File: config.mk
export PLATFORM = sky130hd
export DESIGN_NAME = serial_rx_fifo
export DESIGN_NICKNAME = d
export VERILOG_FILES = /design/src/rtl/serial_rx_fifo.sv
export SDC_FILE = /design/constraint.sdc
export NUM_CORES = 1
export LEC_CHECK = 0
export ABC_CLOCK_PERIOD_IN_PS = 8400
export CORE_MARGIN = 2
export CORE_UTILIZATION = 65
export DETAILED_ROUTE_END_ITERATION = 10
export GPL_TIMING_DRIVEN = 1
export HOLD_SLACK_MARGIN = 0.03
export PLACE_DENSITY = 0.83
export SLEW_MARGIN = 0
export SYNTH_ARGS = -nofsm -noshare
export SYNTH_HDL_FRONTEND = slang
export SYNTH_SLANG_ARGS = --single-unit
export TNS_END_PERCENT = 1
File: constraint.sdc
create_clock -name clk -period 8.4 [get_ports clk]
set_input_delay 1.68 -clock clk [delete_from_list [all_inputs] [get_ports clk]]
set_output_delay 1.68 -clock clk [all_outputs]
set_load 0.02 [all_outputs]
File: src/rtl/serial_rx_fifo.sv
module serial_rx_fifo #(
  parameter int OSR   = 16,
  parameter int DEPTH = 16,
  parameter int DW    = 8
) (
  input  logic          clk,
  input  logic          rst_n,
  input  logic          tick16,
  input  logic          rx,
  input  logic          rd_pop,
  input  logic          stat_rd,
  output logic [DW-1:0] rd_byte,
  output logic          rd_ferr,
  output logic          data_ready,
  output logic          overrun
);
  localparam int CW = $clog2(OSR);
  localparam int AW = $clog2(DEPTH);
  localparam int BW = $clog2(DW);
  localparam logic [CW-1:0] HALF = CW'(OSR/2 - 1);
  localparam logic [CW-1:0] FULLB = CW'(OSR - 1);
  localparam logic [1:0] S_IDLE = 2'd0, S_START = 2'd1, S_DATA = 2'd2, S_STOP = 2'd3;

  logic [1:0]    sync_q;
  logic          rx_sync, rx_prev;
  logic [1:0]    st;
  logic [CW-1:0] cnt;
  logic [BW-1:0] bitn;
  logic [DW-1:0] shreg;
  logic [DW:0]   mem [DEPTH];
  logic [AW:0]   wp, rp, level;
  logic          full, push, drop, pop, at_ctr;

  assign rx_sync = sync_q[1];
  assign level   = wp - rp;
  assign full    = level == (AW+1)'(DEPTH);
  assign data_ready = level != '0;
  assign at_ctr  = tick16 && cnt == FULLB;
  assign push    = st == S_STOP && at_ctr && !full;
  assign drop    = st == S_STOP && at_ctr && full;
  assign pop     = rd_pop && data_ready;
  assign {rd_ferr, rd_byte} = mem[rp[AW-1:0]];

  always_ff @(posedge clk or negedge rst_n)
    if (!rst_n) sync_q <= 2'b11;
    else        sync_q <= {sync_q[0], rx};

  always_ff @(posedge clk or negedge rst_n) begin
    if (!rst_n) begin
      st <= S_IDLE; cnt <= '0; bitn <= '0; shreg <= '0; rx_prev <= 1'b1;
    end else if (tick16) begin
      rx_prev <= rx_sync;
      cnt <= cnt + 1'b1;
      case (st)
        S_IDLE:  begin
          cnt <= '0;
          if (rx_prev && !rx_sync) st <= S_START;
        end
        S_START: if (cnt == HALF) begin
          cnt <= '0; bitn <= '0;
          st  <= rx_sync ? S_IDLE : S_DATA;
        end
        S_DATA:  if (cnt == FULLB) begin
          shreg <= {rx_sync, shreg[DW-1:1]};
          bitn  <= bitn + 1'b1;
          if (bitn == BW'(DW-1)) st <= S_STOP;
        end
        default: if (cnt == FULLB) st <= S_IDLE;
      endcase
    end
  end

  always_ff @(posedge clk)
    if (push) mem[wp[AW-1:0]] <= {~rx_sync, shreg};

  always_ff @(posedge clk or negedge rst_n) begin
    if (!rst_n) begin
      wp <= '0; rp <= '0; overrun <= 1'b0;
    end else begin
      if (push) wp <= wp + 1'b1;
      if (pop)  rp <= rp + 1'b1;
      if (drop)         overrun <= 1'b1;
      else if (stat_rd) overrun <= 1'b0;
    end
  end
endmodule

==> results by stage <==
Critical path:
- In this run the worst path has a maximum fanout of 29.
- The worst setup path is captured at an output pin.
- STA classifies the critical path startpoint as a flop.
- The data required time at the worst endpoint is between 6 and 7 ns.
- The data arrival time of the critical path is around 4.4 ns.
- The classification of the worst setup path is reg -> out.

Power and ir drop:
- The ratio of total power to cell area is between 200 and 300 nW/µm².
- Summed over all cells, the static leakage comes to 3.14 nW.
- The largest voltage drop on the vdd net is ~0.18 mV.

Synthesis:
- The net count after synthesis is ~430.
- In this run the cell area of the synthesized design comes to 7220 µm².
- The number of different library cells in the post-synthesis netlist is a little over 50.
- The warning count from the yosys run is 0.
- The share of synthesized area occupied by flip-flops and latches is 0.707.
- The register bit count reported by yosys is about 180.
- The instance count of the mapped netlist is 410.
- The synthesized area per cell is between 15 and 20 µm².
- Counting flops with an async set or reset pin after synthesis yields a share of 0.177.
- For this run, the leading register cell type out of synthesis is sky130_fd_sc_hd__edfxtp_1.
- The number of synthesized flops with an enable pin is 144.

Layout:
- In the layout the commonest cells are sky130_fd_sc_hd__edfxtp_1 (144), sky130_fd_sc_hd__nand2_1 (43), sky130_fd_sc_hd__mux4_2 (36), sky130_fd_sc_hd__dfrtp_1 (27), sky130_fd_sc_hd__and3_1 (17).
- The fill cell total of the finished layout is between 600 and 700.
- The fraction of final layout cells with drive strength greater than 1 is 0.206.
- The number of antenna diodes in the final layout is 0.
- The total number of nets in the final design is ~450.
- The area growth from synthesis to layout is 11.5%.
- The finished cells cover approximately 8000 µm².
- The leading cell type in the layout, fill and taps excluded is sky130_fd_sc_hd__edfxtp_1.

GRT:
- Entering global routing, the biggest net connects 32 pins.
- The initial antenna violation count is 0.
- The number of global-route vias before repair is ~3700.
- The first global-routing pass estimated ~22000 µm of wire.
- Across every metal layer, demand over resource in global routing totals 0.259.
- For this run the aggregate overflow at the end of global routing stands at 0.

Run:
- Across the run, the number of max-cap violations was 0.

Clock tree:
- In this run, CTS created clock tree buffers numbering 17.
- Gates resized during post-CTS repair numbered 0.
- The H-tree depth is 4.
- The clock passes through at most 2 buffers.
- The post-CTS setup buffer count is 0.
- The number of buffers inserted for hold repair after clock tree synthesis is 0.
- The clock transition time at the flip-flop clock pins of the worst setup and hold paths is 0.07 ns.
- The sink count of the clock tree is roughly 180.
- The later pin in the worst-skew pair is clocked with a latency of between 0.5 and 0.6 ns.
- TritonCTS built the clock tree.
- The tree is rooted in a sky130_fd_sc_hd__clkbuf_8.

STA:
- The number of hold-slack violations in the final timing report is 0.
- The total setup violations reported at the end of the flow is 0.
- Summed over all failing endpoints, the final setup total negative slack is 0 ns.
- Setup repair after global routing left no endpoint under its margin.
- The clock arrives with 0.00881 ns of skew.
- Derived from the worst setup path, the maximum achievable clock frequency is 0.165 GHz.
- Measured against its own limit, the worst slew margin works out to 0.108.
- Of the available clock period, the critical path in the final layout requires 0.720.
- The transition at the pin with the smallest max-transition slack is roughly 1.3 ns.
- The final critical-path required period is between 6 and 7 ns.
- The number of max-slew violations in the final report came to 0.

Placement:
- The post-placement cell area is 7490 µm².
- The detailed-placement wirelength estimate is around 8900 µm.
- The count of input and output buffers is 16.
- Routability-driven placement finished with a final weighted congestion of 0.806.

Die:
- Measured along the x axis, the die boundary spans roughly 110 µm.
- The initial core utilization is 0.666.
- The number of ports placed on the die boundary is 17.
- The floorplan step set the die height to 109 µm.
- The standard-cell row count is 38.
- The total die area is roughly 12000 µm².
- The core region is approximately 11000 µm².

Drt:
- After detailed routing, the number of vias per cell comes to between 6 and 7.
- The final layout contains routed wiring with a total length of approximately 14000 µm.
- For this run, design rule violations remaining after detail routing come to 0.
- For this block, the initial DRC count from the detailed router was between 300 and 400.
- The first-pass iteration count of the detailed router is 5.
- The routed via count is ~3700.
- The average detailed-routed wire length per instance is approximately 24 µm.
- The number of nets with antenna violations after routing is 0.

Min path:
- The min-delay analysis places its worst path in the category reg -> reg.

Run status:
- The run finished with clean final reports.
[critical path: stages, from the launching register on]
cell	delay (ns)
sky130_fd_sc_hd__dfrtp_1	1.23
sky130_fd_sc_hd__inv_1	0.54
sky130_fd_sc_hd__ha_1	0.39
sky130_fd_sc_hd__or2_1	0.25
sky130_fd_sc_hd__o22ai_2	0.11
sky130_fd_sc_hd__xnor2_1	0.10
sky130_fd_sc_hd__or2_0	0.31
sky130_fd_sc_hd__or3_1	0.34
sky130_fd_sc_hd__clkdlybuf4s50_1	0.55
[state kept, by name (all words and copies together), names as in the netlist]
register,cells
overrun,1
rx_prev,1
shreg,8
cnt,4
bitn,3
mem,144
wp,5
st,2
sync_q,2
rp,5
[metal layers]
layer / vias to the layer above / track usage / share of wire
met5: - / 0 / 0
met4: 0 / 0.102 / 0.023
met3: 21 / 0.0688 / 0.073
met2: 155 / 0.395 / 0.49
met1: 1863 / 0.363 / 0.42
li1: 1645 / - / -
[cell type report]
class                      count  area, µm²  area share
sequential                   175       5100       0.634
clock buffer                  22        473      0.0588
inverter                      10       37.5     0.00466
tap                          140        175      0.0218
timing repair buffer          20        190      0.0236
multi-input combinational    205       1990       0.247
clock inverter                10       80.1     0.00995
[through the flow]
stage / total power, mW / hold WS [ns] / util / instances / setup slack, ns
after global placement: 1.46 / 0.348 / 0.691 / 550 / 3.11
after global routing: 2.25 / 0.364 / 0.742 / 582 / 2.12
final: 2.18 / 0.358 / 0.742 / 582 / 2.36
after CTS: 2.19 / 0.359 / 0.742 / 582 / 2.38
after floorplan: 1.34 / 0.345 / - / 410 / 4.37
after detailed placement: 1.47 / 0.349 / 0.691 / 550 / 3.01
[worst paths after layout]
check	from	endpoint	slack [ns]	depth (start not counted)
max	rp[2]$_DFFE_PN0P_	data_ready	2.36	8
min	sync_q[0]$_DFF_PN1_	sync_q[1]$_DFF_PN1_	0.36	0
max reg2reg	rp[2]$_DFFE_PN0P_	mem[12][4]$_DFFE_PP_	4.13	8
min reg2reg	sync_q[0]$_DFF_PN1_	sync_q[1]$_DFF_PN1_	0.36	0
max in group asynchronous	rst_n	sync_q[1]$_DFF_PN1_	6.52	2
min in group asynchronous	rst_n	shreg[5]$_DFFE_PN0P_	1.56	2
[power breakdown]
group	total, mW	internal, mW	switching (mW)
Clock	0.719	0.399	0.320
Sequential	1.01	0.945	0.0689
Combinational	0.450	0.217	0.233
Total	2.18	1.56	0.622
[logic make-up (layout without fill, tap and decap cells)]
family	Yosys count	after routing	synth area share
AO/OA/AOI/OAI	33	33	0.0334
buffers and inverters	30	62	0.0179
adder cells (fa/ha/maj)	12	12	0.0208
AND/OR/NAND/NOR	99	99	0.0733
flip-flops	175	175	0.707
XOR/XNOR	11	11	0.0133
multiplexers	50	50	0.134
[cells in the mapped netlist, types with 2 or more instances]
master                       n  area share
sky130_fd_sc_hd__buf_2       4      0.0028
sky130_fd_sc_hd__nor2_1      7      0.0036
sky130_fd_sc_hd__nand2_1    43       0.022
sky130_fd_sc_hd__a31oi_1     9      0.0078
sky130_fd_sc_hd__nand3_1     6      0.0042
sky130_fd_sc_hd__dfrtp_1    28       0.097
sky130_fd_sc_hd__xnor2_1     8      0.0097
sky130_fd_sc_hd__a21o_1      2      0.0021
sky130_fd_sc_hd__o21ai_0     2      0.0014
sky130_fd_sc_hd__o211a_1     2      0.0028
sky130_fd_sc_hd__nor2b_1     2      0.0017
sky130_fd_sc_hd__and4_1      3      0.0036
sky130_fd_sc_hd__xor2_1      3      0.0036
sky130_fd_sc_hd__edfxtp_1  144        0.60
sky130_fd_sc_hd__inv_1       9      0.0047
sky130_fd_sc_hd__mux2_2     10       0.016
sky130_fd_sc_hd__nand2b_1    4      0.0035
sky130_fd_sc_hd__o22ai_1     2      0.0017
sky130_fd_sc_hd__clkbuf_1   13      0.0068
sky130_fd_sc_hd__mux2i_1     2      0.0028
sky130_fd_sc_hd__mux4_2     36        0.11
sky130_fd_sc_hd__nor3_1      2      0.0014
sky130_fd_sc_hd__a22o_1      2      0.0024
sky130_fd_sc_hd__and3_1     17       0.015
sky130_fd_sc_hd__dfstp_2     3       0.011
sky130_fd_sc_hd__and4b_1     4      0.0055
sky130_fd_sc_hd__o31ai_1     2      0.0021
sky130_fd_sc_hd__ha_1       12       0.021
sky130_fd_sc_hd__a21oi_1     7      0.0049
Note: power is estimated with default switching activity, not from simulation.
